`config.mk`:
```
export PLATFORM = sky130hd
export DESIGN_NAME = wdt_warn
export DESIGN_NICKNAME = d
export VERILOG_FILES = /design/src/rtl/wdt_warn_pkg.sv /design/src/rtl/wdt_wake_sync.sv /design/src/rtl/wdt_core.sv /design/src/rtl/wdt_flag.sv /design/src/rtl/wdt_warn.sv
export SDC_FILE = /design/constraint.sdc
export NUM_CORES = 1
export LEC_CHECK = 0
export ABC_AREA = 0
export ABC_CLOCK_PERIOD_IN_PS = 2300
export BUFFER_PORTS_ARGS = -buffer_cell sky130_fd_sc_hd__buf_2
export CAP_MARGIN = 30
export CORE_AREA = 2 2 50 57
export DETAILED_ROUTE_END_ITERATION = 12
export DIE_AREA = 0 0 52 59
export PLACE_DENSITY_LB_ADDON = 0.2
export SYNTH_ARGS = -nofsm -noshare
export SYNTH_HDL_FRONTEND = slang
export SYNTH_SLANG_ARGS = --single-unit
```
`constraint.sdc`:
```
create_clock -name clk_i -period 2.3 [get_ports clk_i]
set_input_delay 0.115 -clock clk_i [delete_from_list [all_inputs] [get_ports clk_i]]
set_output_delay 0.115 -clock clk_i [all_outputs]
set_load 0.02 [all_outputs]
```
`src/rtl/wdt_warn_pkg.sv`:
```
package wdt_warn_pkg;

  typedef enum logic [1:0] {
    SEL_KICK = 2'b00,
    SEL_WARN = 2'b01,
    SEL_STAT = 2'b10,
    SEL_NONE = 2'b11
  } reg_sel_e;

  typedef enum logic {
    ST_RUN  = 1'b0,
    ST_HOLD = 1'b1
  } wdt_state_e;

  localparam logic [7:0] KICK_KEY = 8'hFF;

endpackage

```
`src/rtl/wdt_wake_sync.sv`:
```
module wdt_wake_sync #(
  parameter int unsigned STAGES = 2
) (
  input  logic clk_i,
  input  logic rst_ni,
  input  logic wake_i,
  output logic fall_o
);

  logic [STAGES-1:0] sync_q;
  logic              last_q;

  generate
    if (STAGES == 1) begin : g_one
      always_ff @(posedge clk_i or negedge rst_ni) begin
        if (!rst_ni) sync_q <= '0;
        else         sync_q <= wake_i;
      end
    end else begin : g_chain
      always_ff @(posedge clk_i or negedge rst_ni) begin
        if (!rst_ni) sync_q <= '0;
        else         sync_q <= {sync_q[STAGES-2:0], wake_i};
      end
    end
  endgenerate

  always_ff @(posedge clk_i or negedge rst_ni) begin
    if (!rst_ni) last_q <= 1'b0;
    else         last_q <= sync_q[STAGES-1];
  end

  assign fall_o = last_q & ~sync_q[STAGES-1];

endmodule

```
`src/rtl/wdt_core.sv`:
```
module wdt_core
  import wdt_warn_pkg::*;
#(
  parameter int unsigned TIMEOUT_CYC = 1000,
  parameter int unsigned LEAD_CYC    = 200,
  parameter int unsigned HOLD_CYC    = 16
) (
  input  logic clk_i,
  input  logic rst_ni,
  input  logic kick_i,
  output logic rst_req_o,
  output logic warn_set_o,
  output logic ovf_evt_o
);

  localparam int unsigned CNT_W   = (TIMEOUT_CYC > 2) ? $clog2(TIMEOUT_CYC) : 1;
  localparam int unsigned HOLD_W  = (HOLD_CYC > 2) ? $clog2(HOLD_CYC) : 1;
  localparam int unsigned WARN_AT = TIMEOUT_CYC - LEAD_CYC;

  wdt_state_e        state_q;
  logic [CNT_W-1:0]  cnt_q;
  logic [HOLD_W-1:0] hold_q;
  logic              run, wrap, warn_hit;

  assign run      = (state_q == ST_RUN);
  assign wrap     = (cnt_q == CNT_W'(TIMEOUT_CYC - 1));
  assign warn_hit = (cnt_q == CNT_W'(WARN_AT - 1));

  assign ovf_evt_o  = run & ~kick_i & wrap;
  assign warn_set_o = run & ~kick_i & warn_hit;
  assign rst_req_o  = ~run;

  always_ff @(posedge clk_i or negedge rst_ni) begin
    if (!rst_ni) begin
      state_q <= ST_RUN;
      cnt_q   <= '0;
      hold_q  <= '0;
    end else begin
      unique case (state_q)
        ST_RUN: begin
          if (kick_i) begin
            cnt_q <= '0;
          end else if (wrap) begin
            cnt_q   <= '0;
            hold_q  <= HOLD_W'(HOLD_CYC - 1);
            state_q <= ST_HOLD;
          end else begin
            cnt_q <= cnt_q + 1'b1;
          end
        end
        ST_HOLD: begin
          if (hold_q == '0) state_q <= ST_RUN;
          else              hold_q  <= hold_q - 1'b1;
        end
        default: state_q <= ST_RUN;
      endcase
    end
  end

endmodule

```
`src/rtl/wdt_flag.sv`:
```
module wdt_flag (
  input  logic clk_i,
  input  logic rst_ni,
  input  logic set_i,
  input  logic clr_i,
  input  logic hold_clr_i,
  output logic flag_o
);

  // hold_clr beats set, set beats clr
  always_ff @(posedge clk_i or negedge rst_ni) begin
    if (!rst_ni)         flag_o <= 1'b0;
    else if (hold_clr_i) flag_o <= 1'b0;
    else if (set_i)      flag_o <= 1'b1;
    else if (clr_i)      flag_o <= 1'b0;
  end

endmodule

```
`src/rtl/wdt_warn.sv`:
```
module wdt_warn
  import wdt_warn_pkg::*;
#(
  parameter int unsigned TIMEOUT_CYC = 1000,
  parameter int unsigned LEAD_CYC    = 200,
  parameter int unsigned HOLD_CYC    = 16,
  parameter int unsigned SYNC_STAGES = 2
) (
  input  logic       clk_i,
  input  logic       rst_ni,
  input  logic       aon_rst_ni,
  input  logic       reg_we_i,
  input  logic [1:0] reg_sel_i,
  input  logic [7:0] reg_wdata_i,
  input  logic       wake_i,
  input  logic       reset_pin_i,
  output logic       rst_req_o,
  output logic       warn_o,
  output logic       ovf_o
);

  reg_sel_e sel;
  logic     kick, warn_wr0, stat_wr0;
  logic     warn_set, ovf_evt, wake_fall;

  assign sel      = reg_sel_e'(reg_sel_i);
  assign kick     = reg_we_i & (sel == SEL_KICK) & (reg_wdata_i == KICK_KEY);
  assign warn_wr0 = reg_we_i & (sel == SEL_WARN) & ~reg_wdata_i[0];
  assign stat_wr0 = reg_we_i & (sel == SEL_STAT) & ~reg_wdata_i[0];

  wdt_core #(
    .TIMEOUT_CYC(TIMEOUT_CYC),
    .LEAD_CYC   (LEAD_CYC),
    .HOLD_CYC   (HOLD_CYC)
  ) u_core (
    .clk_i     (clk_i),
    .rst_ni    (rst_ni),
    .kick_i    (kick),
    .rst_req_o (rst_req_o),
    .warn_set_o(warn_set),
    .ovf_evt_o (ovf_evt)
  );

  wdt_wake_sync #(.STAGES(SYNC_STAGES)) u_wake (
    .clk_i (clk_i),
    .rst_ni(rst_ni),
    .wake_i(wake_i),
    .fall_o(wake_fall)
  );

  wdt_flag u_warn (
    .clk_i     (clk_i),
    .rst_ni    (rst_ni),
    .set_i     (warn_set),
    .clr_i     (warn_wr0 | wake_fall),
    .hold_clr_i(1'b0),
    .flag_o    (warn_o)
  );

  // always-on domain: survives rst_ni
  wdt_flag u_ovf (
    .clk_i     (clk_i),
    .rst_ni    (aon_rst_ni),
    .set_i     (ovf_evt),
    .clr_i     (stat_wr0),
    .hold_clr_i(reset_pin_i),
    .flag_o    (ovf_o)
  );

endmodule

```
==> out/metrics.yaml <==
global_route:
  track_usage_pct: 15.73
  grt_pass1_vias: 859
  grt_pass1_wl_mm: 3.560
  antenna_found_initial: 0
  grt_max_degree: 20
  grt_overflow: 0
routing:
  drc_errors: 0
  wirelength_mm: 2.157
  ant_nets: 0
  firstDrtPassIters: 4
  wire_per_inst_um: 13.57
  routed_via_density: 5.516
  vias: 877
  drt_iter0_drc: 18
clocking:
  cts.sinks: 20
  cts_tree: "yes"
  clock_latency_ns: 0.31
  htreeDepth: 1
  clk_path_buf_depth: 2
  clk_pin_slew_ns: 0.12
  cts_root_buffer: "clkbuf_4"
  post-cts-setup-buffer-count: 0
  cts_buffers: 3
yosys:
  synth-edff-count: 0
  async_reset_ff_share_pct: 100.0
  synth-simple-area-share_pct: 20.39
  avgSynthCellArea_um2: 10.48
  synthAdderAreaFrac_pct: 3.476
  synth-compound-area-share_pct: 21.44
  synth_cell_types: 39
  synth.area.mux_share_pct: 2.086
  yosys_warnings: 0
  syn-instance-count: 103
  synth_top_family_by_area: "compound AO/OA/AOI/OAI gates"
  ys_seq_area_share_pct: 46.35
  syn-num-nets: 122
  ys_ff_latch: 20
  ys.flop_type: "dfrtp_1"
  netlist_area_um2: 1080
  synth_xor_area_share_pct: 1.622
cells_and_area:
  drive_gt1_share_pct: 24.22
  diodes: 0
  area_growth_pct: 20.05
  nNetsFinal: 148
  design_area_um2: 1296
floorplanning:
  io_pins: 19
  die_h_um: 59
  core_um2: 2449
  initial_utilization_pct: 44.10
  rows: 19
  dieArea_um2: 3068
  die_w_um: 52
critical_path:
  path_buf_inv: 0
  worstSetupPathType: "reg -> reg"
  cp.required_ns: 2.51
  end_kind: "flip-flop"
  crit_arrival_ns: 2.04
  critPathMaxFanout: 7
  critical-path-max-stage-delay_ns: 0.49
  crit_chain: "ha_1 > nand4_1 > or4_4 > nor2b_4 > mux2_2"
  worst_path_max_delay_cell: "or4_4"
  critPathTopFamily: "simple AND/OR/NAND/NOR gates"
  start_kind: "flip-flop"
timing:
  tns_ns: 0
  post-route-period-util_pct: 79.77
  period_minus_slack_ns: 1.835
  final_hold_viol_count: 0
  relSlewSlack_pct: 57.67
  skew_ns: 0.005817
  rsz0062_at_grt: "false"
  setup_ws_ns: 0.4653
  worst_pin_slew_ns: 0.6350
  fmax_ghz: 0.5450
  setup_viol: 0
  slew_viol_final: 0
power_and_ir_drop:
  internal_power_uw: 769.5
  switchingPower_uw: 364.6
  ir_drop_v: 0.0005828
  powerDensity_nw_per_um2: 874.9
  sw_frac_of_total_pct: 32.15
  p_leak_nw: 0.5821
  pwr-share-comb_pct: 24.3
  seq_power_share_pct: 50.3
  clkPwrFrac_pct: 25.4
placed_design:
  place_ws_ns: 0.4770
  placed_cell_area_um2: 1204
  dp_hpwl_mm: 1.575
  gp_congestion: 0.8603
  portBuffers: 18
worst_hold_path:
  hp-class: "in -> async"
run:
  drv_cap: 0
outcome:
  outcome: "completed"
[layer usage]
metal / global-route usage [%] / share of wire, %
met5: 0 / 0
met4: 10.15 / 2.7
met3: 2.273 / 4.4
met2: 25.32 / 45
met1: 19.58 / 48
[timing repair]
action                                  CTS  global route
endpoints found under the setup margin    0             0
gates resized for setup                   0             0
hold buffers                              4             0
endpoints found under the hold margin    22             0
[synthesized netlist by cell type (2+ instances only)]
| cell type | n | area, um^2 |
|---|---|---|
| a21o_1 | 2 | 15.01 |
| mux2_2 | 2 | 22.52 |
| a22o_1 | 2 | 17.52 |
| o21ai_0 | 4 | 20.02 |
| nand2b_1 | 3 | 18.77 |
| or3_1 | 3 | 18.77 |
| inv_1 | 8 | 30.03 |
| dfrtp_1 | 20 | 500.5 |
| o31ai_1 | 4 | 30.03 |
| nand4_1 | 5 | 31.28 |
| a2bb2oi_1 | 2 | 17.52 |
| o211ai_1 | 2 | 15.01 |
| a31oi_1 | 2 | 12.51 |
| nor2_1 | 2 | 7.510 |
| xnor2_1 | 2 | 17.52 |
| nor3_1 | 2 | 10.01 |
| o41ai_1 | 2 | 17.52 |
| nand2_1 | 7 | 26.28 |
| and3_1 | 2 | 12.51 |
| a31o_1 | 3 | 26.28 |
| nand3_1 | 4 | 20.02 |
| ha_1 | 3 | 37.54 |
[worst reg2reg max path: stages, from the launching register on]
cell     delay [ns]
dfrtp_1        0.41
ha_1           0.25
nand4_1        0.12
or4_4          0.49
nor2b_4        0.18
mux2_2         0.28
[through the flow]
stage	hold WS (ns)	std cells	utilization (%)	total power, mW
floorplan	-0.1806	103	-	0.7586
global placement	-0.1100	151	49.16	0.8295
detailed placement	-0.1055	151	49.16	0.8479
CTS	0.09151	159	52.94	1.147
global route	0.09137	159	52.94	1.213
finish	0.1030	159	52.94	1.134
[cell families (layout without fill, tap and decap cells)]
logic type,Yosys count,after routing
AND/OR/NAND/NOR,36,36
flip-flops,20,20
adder cells (fa/ha/maj),3,3
XOR/XNOR,2,2
multiplexers,2,2
buffers and inverters,11,36
AO/OA/AOI/OAI,29,29
[registers in the layout (all words and copies together), names as in the netlist]
signal / cells
u_core.cnt_q: 10
u_wake.last_q: 1
u_wake.sync_q: 2
u_ovf.flag_o: 1
u_core.rst_req_o: 1
u_core.hold_q: 4
u_warn.flag_o: 1
[worst paths after layout]
kind / start / end / slack (ns) / cells past startpoint
max: u_core.cnt_q[1]$_DFFE_PN0N_ / u_core.cnt_q[0]$_DFFE_PN0N_ / 0.47 / 5
min: aon_rst_ni / u_ovf.flag_o$_DFFE_PN0P_ / 0.10 / 2
max reg2reg: u_core.cnt_q[1]$_DFFE_PN0N_ / u_core.cnt_q[0]$_DFFE_PN0N_ / 0.47 / 5
min reg2reg: u_wake.sync_q[0]$_DFF_PN0_ / u_wake.sync_q[1]$_DFF_PN0_ / 0.36 / 0
max in group asynchronous: rst_ni / u_wake.sync_q[0]$_DFF_PN0_ / 1.75 / 2
min in group clk_i: reg_sel_i[1] / u_warn.flag_o$_DFFE_PN0P_ / 0.20 / 3
[power groups by stage]
stage                     clock (mW)  combinational [mW]  sequential (mW)
final                          0.288               0.276            0.571
after global routing           0.311               0.313            0.589
after CTS                      0.297               0.281            0.568
after detailed placement           0               0.273            0.574
after global placement             0               0.260            0.569
after floorplan                    0               0.210            0.548
[layout by cell type, fill, tap and decap left out, types with 2 or more instances in the layout]
master	Yosys	routed
buf_4	0	2
o31ai_1	4	4
or3_1	3	3
o211ai_1	2	2
a22o_1	2	2
nor2_1	2	2
buf_2	1	18
a2bb2oi_1	2	2
nand2_1	7	7
dfrtp_1	20	20
nand2b_1	3	3
nor3_1	2	2
nand3_1	4	4
xnor2_1	2	2
a21o_1	2	2
ha_1	3	3
clkbuf_4	0	3
dlygate4sd3_1	0	4
a31o_1	3	3
mux2_2	2	2
o41ai_1	2	2
inv_1	8	8
and3_1	2	2
a31oi_1	2	2
nand4_1	5	5
o21ai_0	4	4
[layout make-up]
cell class,count,area (um^2)
fillers,223,1152
clock inverters,1,30.03
inverters,8,30.03
well taps,31,38.79
clock buffers,3,22.52
multi-input cells,72,529.3
repair buffers,24,145.1
flip-flops and latches,20,500.5
Note: power is estimated with default switching activity, not from simulation.
